[src/rtl/tftc_pkg.sv]
package tftc_pkg;

  // Clocks in one line: pixel rate over frame rate over total lines (integer)
  function automatic int unsigned line_clks(input int unsigned pix_hz,
                                            input int unsigned frame_hz,
                                            input int unsigned total_lines);
    return (pix_hz / frame_hz) / total_lines;
  endfunction

  // Counter width that can hold values up to max_val
  function automatic int unsigned cnt_bits(input int unsigned max_val);
    return (max_val < 2) ? 1 : $clog2(max_val + 1);
  endfunction

endpackage

[src/rtl/tftc_pulse_gen.sv]
module tftc_pulse_gen #(
  parameter int unsigned PERIOD = 4,
  parameter int unsigned WIDTH  = 1,
  parameter int unsigned CW     = 8
) (
  input  logic          clk,
  input  logic          rst_n,
  input  logic          start,
  input  logic          stop,
  output logic          active,
  output logic [CW-1:0] cnt,
  output logic          pulse
);
  localparam logic [CW-1:0] LAST = CW'(PERIOD - 1);
  localparam logic [CW-1:0] WID  = CW'(WIDTH);

  always_ff @(posedge clk or negedge rst_n) begin
    if (!rst_n) begin
      active <= 1'b0;
      cnt    <= '0;
    end else if (stop) begin
      active <= 1'b0;
      cnt    <= '0;
    end else if (start) begin
      active <= 1'b1;
      cnt    <= '0;
    end else if (active) begin
      cnt <= (cnt == LAST) ? '0 : cnt + 1'b1;
    end
  end

  assign pulse = active && (cnt < WID);
endmodule

[src/rtl/tftc_sequencer.sv]
module tftc_sequencer #(
  parameter int unsigned CW      = 8,
  parameter int unsigned REV_ARM = 11,
  parameter int unsigned LP_ARM  = 3
) (
  input  logic          enable,
  input  logic          rev_act,
  input  logic [CW-1:0] rev_cnt,
  input  logic          lp_act,
  input  logic [CW-1:0] lp_cnt,
  input  logic          grp_act,
  output logic          stop_all,
  output logic          rev_start,
  output logic          lp_start,
  output logic          grp_start
);
  localparam logic [CW-1:0] REV_T = CW'(REV_ARM);
  localparam logic [CW-1:0] LP_T  = CW'(LP_ARM);

  always_comb begin
    stop_all  = !enable;
    rev_start = enable && !rev_act;
    lp_start  = enable && rev_act && (rev_cnt > REV_T) && !lp_act;
    grp_start = enable && lp_act && (lp_cnt >= LP_T) && !grp_act;
  end
endmodule

[src/rtl/tftc_timing_top.sv]
module tftc_timing_top #(
  parameter int unsigned PIX_HZ      = 6_000_000,
  parameter int unsigned FRAME_HZ    = 60,
  parameter int unsigned VIS_LINES   = 320,
  parameter int unsigned BLANK_LINES = 9,
  parameter int unsigned H_PIXELS    = 240,
  parameter int unsigned CLS_EXTRA   = 8,
  parameter int unsigned REV_ARM     = 11,
  parameter int unsigned LP_ARM      = 3
) (
  input  logic clk,
  input  logic rst_n,
  input  logic enable,
  output logic line_latch_o,
  output logic start_pulse_o,
  output logic frame_start_o,
  output logic pol_clr_n_o,
  output logic line_rev_o,
  output logic seq_done_o
);
  import tftc_pkg::*;

  localparam int unsigned TOTAL_LINES = VIS_LINES + BLANK_LINES;
  localparam int unsigned LINE_CLKS   = line_clks(PIX_HZ, FRAME_HZ, TOTAL_LINES);
  localparam int unsigned FRAME_CLKS  = LINE_CLKS * TOTAL_LINES;
  localparam int unsigned CW          = cnt_bits(FRAME_CLKS);
  localparam int unsigned NGRP        = 3;
  // group members: 0 start pulse, 1 frame start, 2 polarity/clear
  localparam int unsigned GRP_PERIOD [NGRP] = '{LINE_CLKS, FRAME_CLKS, LINE_CLKS};
  localparam int unsigned GRP_WIDTH  [NGRP] = '{1, 2 * LINE_CLKS, H_PIXELS + CLS_EXTRA};

  // named internal events, used by the checker
  logic          stop_all, rev_start, lp_start, grp_start;
  logic          rev_act, lp_act;
  logic [CW-1:0] rev_cnt, lp_cnt;
  logic          rev_pulse, lp_pulse;
  logic [NGRP-1:0] grp_act_v, grp_pulse_v;
  logic          grp_act;

  assign grp_act = grp_act_v[0];

  tftc_sequencer #(.CW(CW), .REV_ARM(REV_ARM), .LP_ARM(LP_ARM)) u_seq (
    .enable   (enable),
    .rev_act  (rev_act),
    .rev_cnt  (rev_cnt),
    .lp_act   (lp_act),
    .lp_cnt   (lp_cnt),
    .grp_act  (grp_act),
    .stop_all (stop_all),
    .rev_start(rev_start),
    .lp_start (lp_start),
    .grp_start(grp_start)
  );

  tftc_pulse_gen #(.PERIOD(2 * LINE_CLKS), .WIDTH(LINE_CLKS), .CW(CW)) u_rev (
    .clk(clk), .rst_n(rst_n), .start(rev_start), .stop(stop_all),
    .active(rev_act), .cnt(rev_cnt), .pulse(rev_pulse)
  );

  tftc_pulse_gen #(.PERIOD(LINE_CLKS), .WIDTH(1), .CW(CW)) u_lp (
    .clk(clk), .rst_n(rst_n), .start(lp_start), .stop(stop_all),
    .active(lp_act), .cnt(lp_cnt), .pulse(lp_pulse)
  );

  for (genvar g = 0; g < NGRP; g++) begin : g_grp
    logic [CW-1:0] cnt_unused;
    tftc_pulse_gen #(.PERIOD(GRP_PERIOD[g]), .WIDTH(GRP_WIDTH[g]), .CW(CW)) u_gen (
      .clk(clk), .rst_n(rst_n), .start(grp_start), .stop(stop_all),
      .active(grp_act_v[g]), .cnt(cnt_unused), .pulse(grp_pulse_v[g])
    );
  end

  assign line_rev_o    = rev_pulse;
  assign line_latch_o  = lp_pulse;
  assign start_pulse_o = grp_pulse_v[0];
  assign frame_start_o = grp_pulse_v[1];
  assign pol_clr_n_o   = !grp_pulse_v[2];
  assign seq_done_o    = grp_act;
endmodule

[config.mk]
export PLATFORM = sky130hd
export DESIGN_NAME = tftc_timing_top
export DESIGN_NICKNAME = d
export VERILOG_FILES = /design/src/rtl/tftc_pkg.sv /design/src/rtl/tftc_pulse_gen.sv /design/src/rtl/tftc_sequencer.sv /design/src/rtl/tftc_timing_top.sv
export SDC_FILE = /design/constraint.sdc
export NUM_CORES = 1
export LEC_CHECK = 0
export ABC_CLOCK_PERIOD_IN_PS = 2400
export BUFFER_PORTS_ARGS = -buffer_cell sky130_fd_sc_hd__buf_2
export CAP_MARGIN = 10
export CORE_MARGIN = 3
export CORE_UTILIZATION = 51
export DETAILED_ROUTE_END_ITERATION = 8
export GPL_TIMING_DRIVEN = 0
export PLACE_DENSITY = 0.67
export RECOVER_POWER = 50
export SYNTH_ARGS = -nofsm -noshare
export SYNTH_HDL_FRONTEND = slang
export SYNTH_SLANG_ARGS = --single-unit
export TNS_END_PERCENT = 20
[constraint.sdc]
create_clock -name clk -period 2.4 [get_ports clk]
set_clock_uncertainty 0.1 [all_clocks]
set_input_delay 0.12 -clock clk [delete_from_list [all_inputs] [get_ports clk]]
set_output_delay 0.12 -clock clk [all_outputs]
set_load 0.005 [all_outputs]
==> results.md <==
- Final Non-Filler Cells: 729
- CTS buffer count: 9
- Worst Slack Setup Final: 0.09372 ns
- Max-slew violation count: 0
- Post-layout min period: 2.306 ns
- Avg Inst Size Synth: a little under 9 um2
- Global router's overall resource usage: between 20% and 30%
- Clock Tree Buf Depth: 2
- Clock root cell: clkbuf_8
- Largest net degree at the start of global routing: 49
- Synth Area in Simple Gates: around a quarter
- Final Power: between 2000 and 3000 uW
- Leakage: between 0.002 and 0.0025 uW
- Starting Density: 53.67%
- Initial DRC count: 190
- Period utilisation layout: 96.09%
- Number of synthesized flops with an enable pin: 0
- CTS H-tree depth: 3
- Run status: finished clean
- Critical Path, Cell by Cell: or4_1, nor4_1, buf_2
- Clock latency on the worst-skew pair: 0.36 ns
- Post-Syn Area: about 5000 um2
- Gpl congestion: 0.8673
- First-pass GRT wire length: roughly 19 mm
- Post-Synthesis Net Count: 581
- Dpl hpwl: 7.718 mm
- Port Buffers: 8
- Adder-Cell Fraction of Synth Area: 2.476%
- Fin Setup TNS: 0 ns
- Largest family of logic cells by synthesized area: simple AND/OR/NAND/NOR gates
- Total congestion overflow: 0
- Post-synthesis instance total: 568
- Yosys warns: 0
- Max Clk Rate: 0.4336 GHz
- Share of cells above drive strength 1: 10.50%
- # IOs: 9
- Class of the worst hold path: input pin to flip-flop
- Synth Area in XOR/XNOR: 2.600%
- Seq cells post-synth: 88
- Final Cell Area: around 5600 um2
- Final Net Count: 608
- Routed WL: between 10 and 15 mm
- Slowest cell on the critical path: or4_1
- Setup crit end kind: output pin
- Initial DRT Pass Iterations: 4
- Remaining DRCs: 0
- Startpoint types: flip-flop
- Row cnt: 35
- Seq. cell area: 2203 um2
- Crit path kind: flip-flop to output pin
- DR WL/cell: about 16 um
- TritonCTS sink count: 88
- Die area: 11140 um2
- CTS tree: done
- Area of the multi-input gates: 2695 um2
- Antenna violations before repair: 0
- Max stage delay on crit path: 0.65 ns
- Die Y: 105.5 um
- Max-slew headroom: 32.78%
- P&R area growth vs syn: 10.27%
- Critical Path AT: 2.09 ns
- Worst-path fanout max: 8
- RSZ-0062 raised after global routing: true
- Core Region: 9415 um2
- Worst-path clk slew: roughly 0.080 ns
- Die X: 105.5 um
- Power per Cell Area: about 470 nW/um2
- Sequential element share of the synthesized area: 43.58%
- Ant diodes: 0
- Worst VDD drop: 393.6 uV
- Worst EP required: between 2 and 2.5 ns
- Total number of vias: around 4400
- Top_reg_cell synth: dfrtp_1
- Post-synthesis mux area share: 1.386%
- Worst slack, placed: -0.07312 ns
- Post-synth cell types: 62
- Compound-Gate Fraction of Synth Area: 19.68%
- Post-route antenna net violation count: 0
- Fill count: 874
- DR vias/cell: roughly 6.1
- Final hold viol count: 0
- Placed cell areas: ~5300 um2
- Number of global-route vias before repair: around 4000
- Total of max-cap violations: 0
- FFs w/ async S/R, synth: 100.0%
- Final setup fails: 0
- Worst-Margin Slew: 1.008 ns
- Placed Cells: 706
==> through the flow <==
stage                     util [%]  hold WS [ns]
after floorplan                  -       -0.2756
after global placement       55.81        0.3716
after detailed placement     56.13       0.04488
after CTS                    58.87       0.09535
after global routing         59.19        0.1258
final                        59.19        0.1325
==> area by class of cell <==
| class | instances | area share [%] |
|---|---|---|
| Buffer | 29 | 2.717 |
| Clock buffer | 12 | 2.604 |
| Clock inverter | 4 | 0.9654 |
| Inverter | 16 | 1.078 |
| Multi-Input combinational cell | 435 | 48.36 |
| Sequential cell | 88 | 39.54 |
| Tap cell | 129 | 2.896 |
| Timing Repair Buffer | 16 | 1.841 |
==> flip-flops by register name, indices dropped and copies added, names as in the netlist <==
register and count:
g_grp.u_gen.active 1, g_grp.u_gen.cnt 51, u_lp.active 1, u_lp.cnt 17, u_rev.active 1, u_rev.cnt 17
==> what timing repair did <==
action	4_1_cts	5_1_grt
endpoints found under the hold margin	40	0
pin swaps	1	2
setup buffers	5	1
resized for setup	4	6
setup endpoints to repair	27	56
hold buffers	1	0
==> cell usage in the layout (no fill, tap or decap), types with 5 or more instances in the layout <==
| cell type | netlist | final |
|---|---|---|
| clkbuf_8 | 0 | 10 |
| a211oi_1 | 5 | 5 |
| dfrtp_1 | 88 | 87 |
| nand2_1 | 61 | 61 |
| o21ai_0 | 40 | 40 |
| nor2_1 | 39 | 39 |
| buf_4 | 2 | 9 |
| clkbuf_1 | 16 | 18 |
| nand4_1 | 14 | 14 |
| ha_1 | 10 | 9 |
| and3_1 | 16 | 16 |
| and4_1 | 5 | 5 |
| nor3_1 | 17 | 17 |
| buf_2 | 9 | 14 |
| nand3_1 | 50 | 50 |
| a21o_1 | 8 | 8 |
| xor2_1 | 12 | 12 |
| or3_1 | 13 | 13 |
| mux2i_1 | 7 | 7 |
| o21ai_1 | 6 | 6 |
| a21oi_1 | 40 | 40 |
| inv_1 | 16 | 16 |
| nor4_1 | 6 | 5 |
| a31oi_1 | 17 | 17 |
==> report_power, final <==
part / switching, uW / internal, uW / total [uW]
registers: 4.58 / 1480 / 1490
clock network: 539 / 513 / 1050
logic: 68.8 / 29.0 / 97.8
total: 612 / 2030 / 2640
==> Yosys cell counts (all sizes together), types with 2 or more instances <==
cell type   n  area share [%]
a41o        2            0.40
or2         2            0.25
xor2       12             2.1
a41oi       4            0.69
o21ai      47             4.7
or4         7             1.3
o311ai      2            0.64
a31oi      17             2.1
or4b        2            0.40
clkbuf     16             1.2
or3        13             1.6
a21oi      42             4.3
nor4        8             1.4
buf        13             1.6
nand3      50             5.0
and4        5            0.87
nand4      14             1.7
ha         10             2.5
nand2b      3            0.37
dfrtp      88              44
inv        16             1.2
o211ai      3            0.45
a211oi      5            0.74
and3       16             2.0
o31ai       3            0.72
a211o       4            0.69
nor3       17             1.7
nor2       40             3.0
xnor2       3            0.52
mux2i       7             1.4
nor3b       2            0.30
a21o        8             1.2
o41ai       2            0.87
nand4b      4            0.69
nand2      61             4.5
and2        4            0.50
o41a        2            0.45
a22o        2            0.35
==> per-layer routing <==
metal | vias up | track usage (%) | wire length (um)
li1 | 2157 | - | -
met1 | 2207 | 26.90 | 5295
met2 | 68 | 34.93 | 5565
met3 | 10 | 4.042 | 343
met4 | 0 | 4.533 | 111
met5 | - | 0 | 0
==> final timing paths <==
path | startpoint | endpoint | slack [ns] | cells past startpoint
max in group asynchronous | rst_n | u_lp.cnt[0]$_DFFE_PN0P_ | 0.52 | 3
min | enable | u_rev.active$_DFFE_PN0P_ | 0.13 | 3
max | u_lp.cnt[2]$_DFFE_PN0P_ | line_latch_o | 0.09 | 3
max reg2reg | u_lp.cnt[0]$_DFFE_PN0P_ | g_grp[1].u_gen.cnt[0]$_DFFE_PN0P_ | 0.11 | 7
min reg2reg | g_grp[2].u_gen.cnt[16]$_DFFE_PN0P_ | g_grp[2].u_gen.cnt[16]$_DFFE_PN0P_ | 0.40 | 1
min in group asynchronous | rst_n | g_grp[1].u_gen.cnt[11]$_DFFE_PN0P_ | 0.34 | 2
==> cells by family after synthesis <==
logic type / count (synthesis)
AND/OR/NAND/NOR: 252
AO/OA/AOI/OAI: 151
flip-flops: 88
buffers and inverters: 45
XOR/XNOR: 15
adder cells (fa/ha/maj): 10
multiplexers: 7
==> critical path, delay by kind of cell (launching register included) <==
family | cells | cell delay [ns]
and+or+nand+nor | 2 | 1.08
DFF | 1 | 0.46
buffers and inverters | 1 | 0.19
Power figures use the tool's default switching activity.
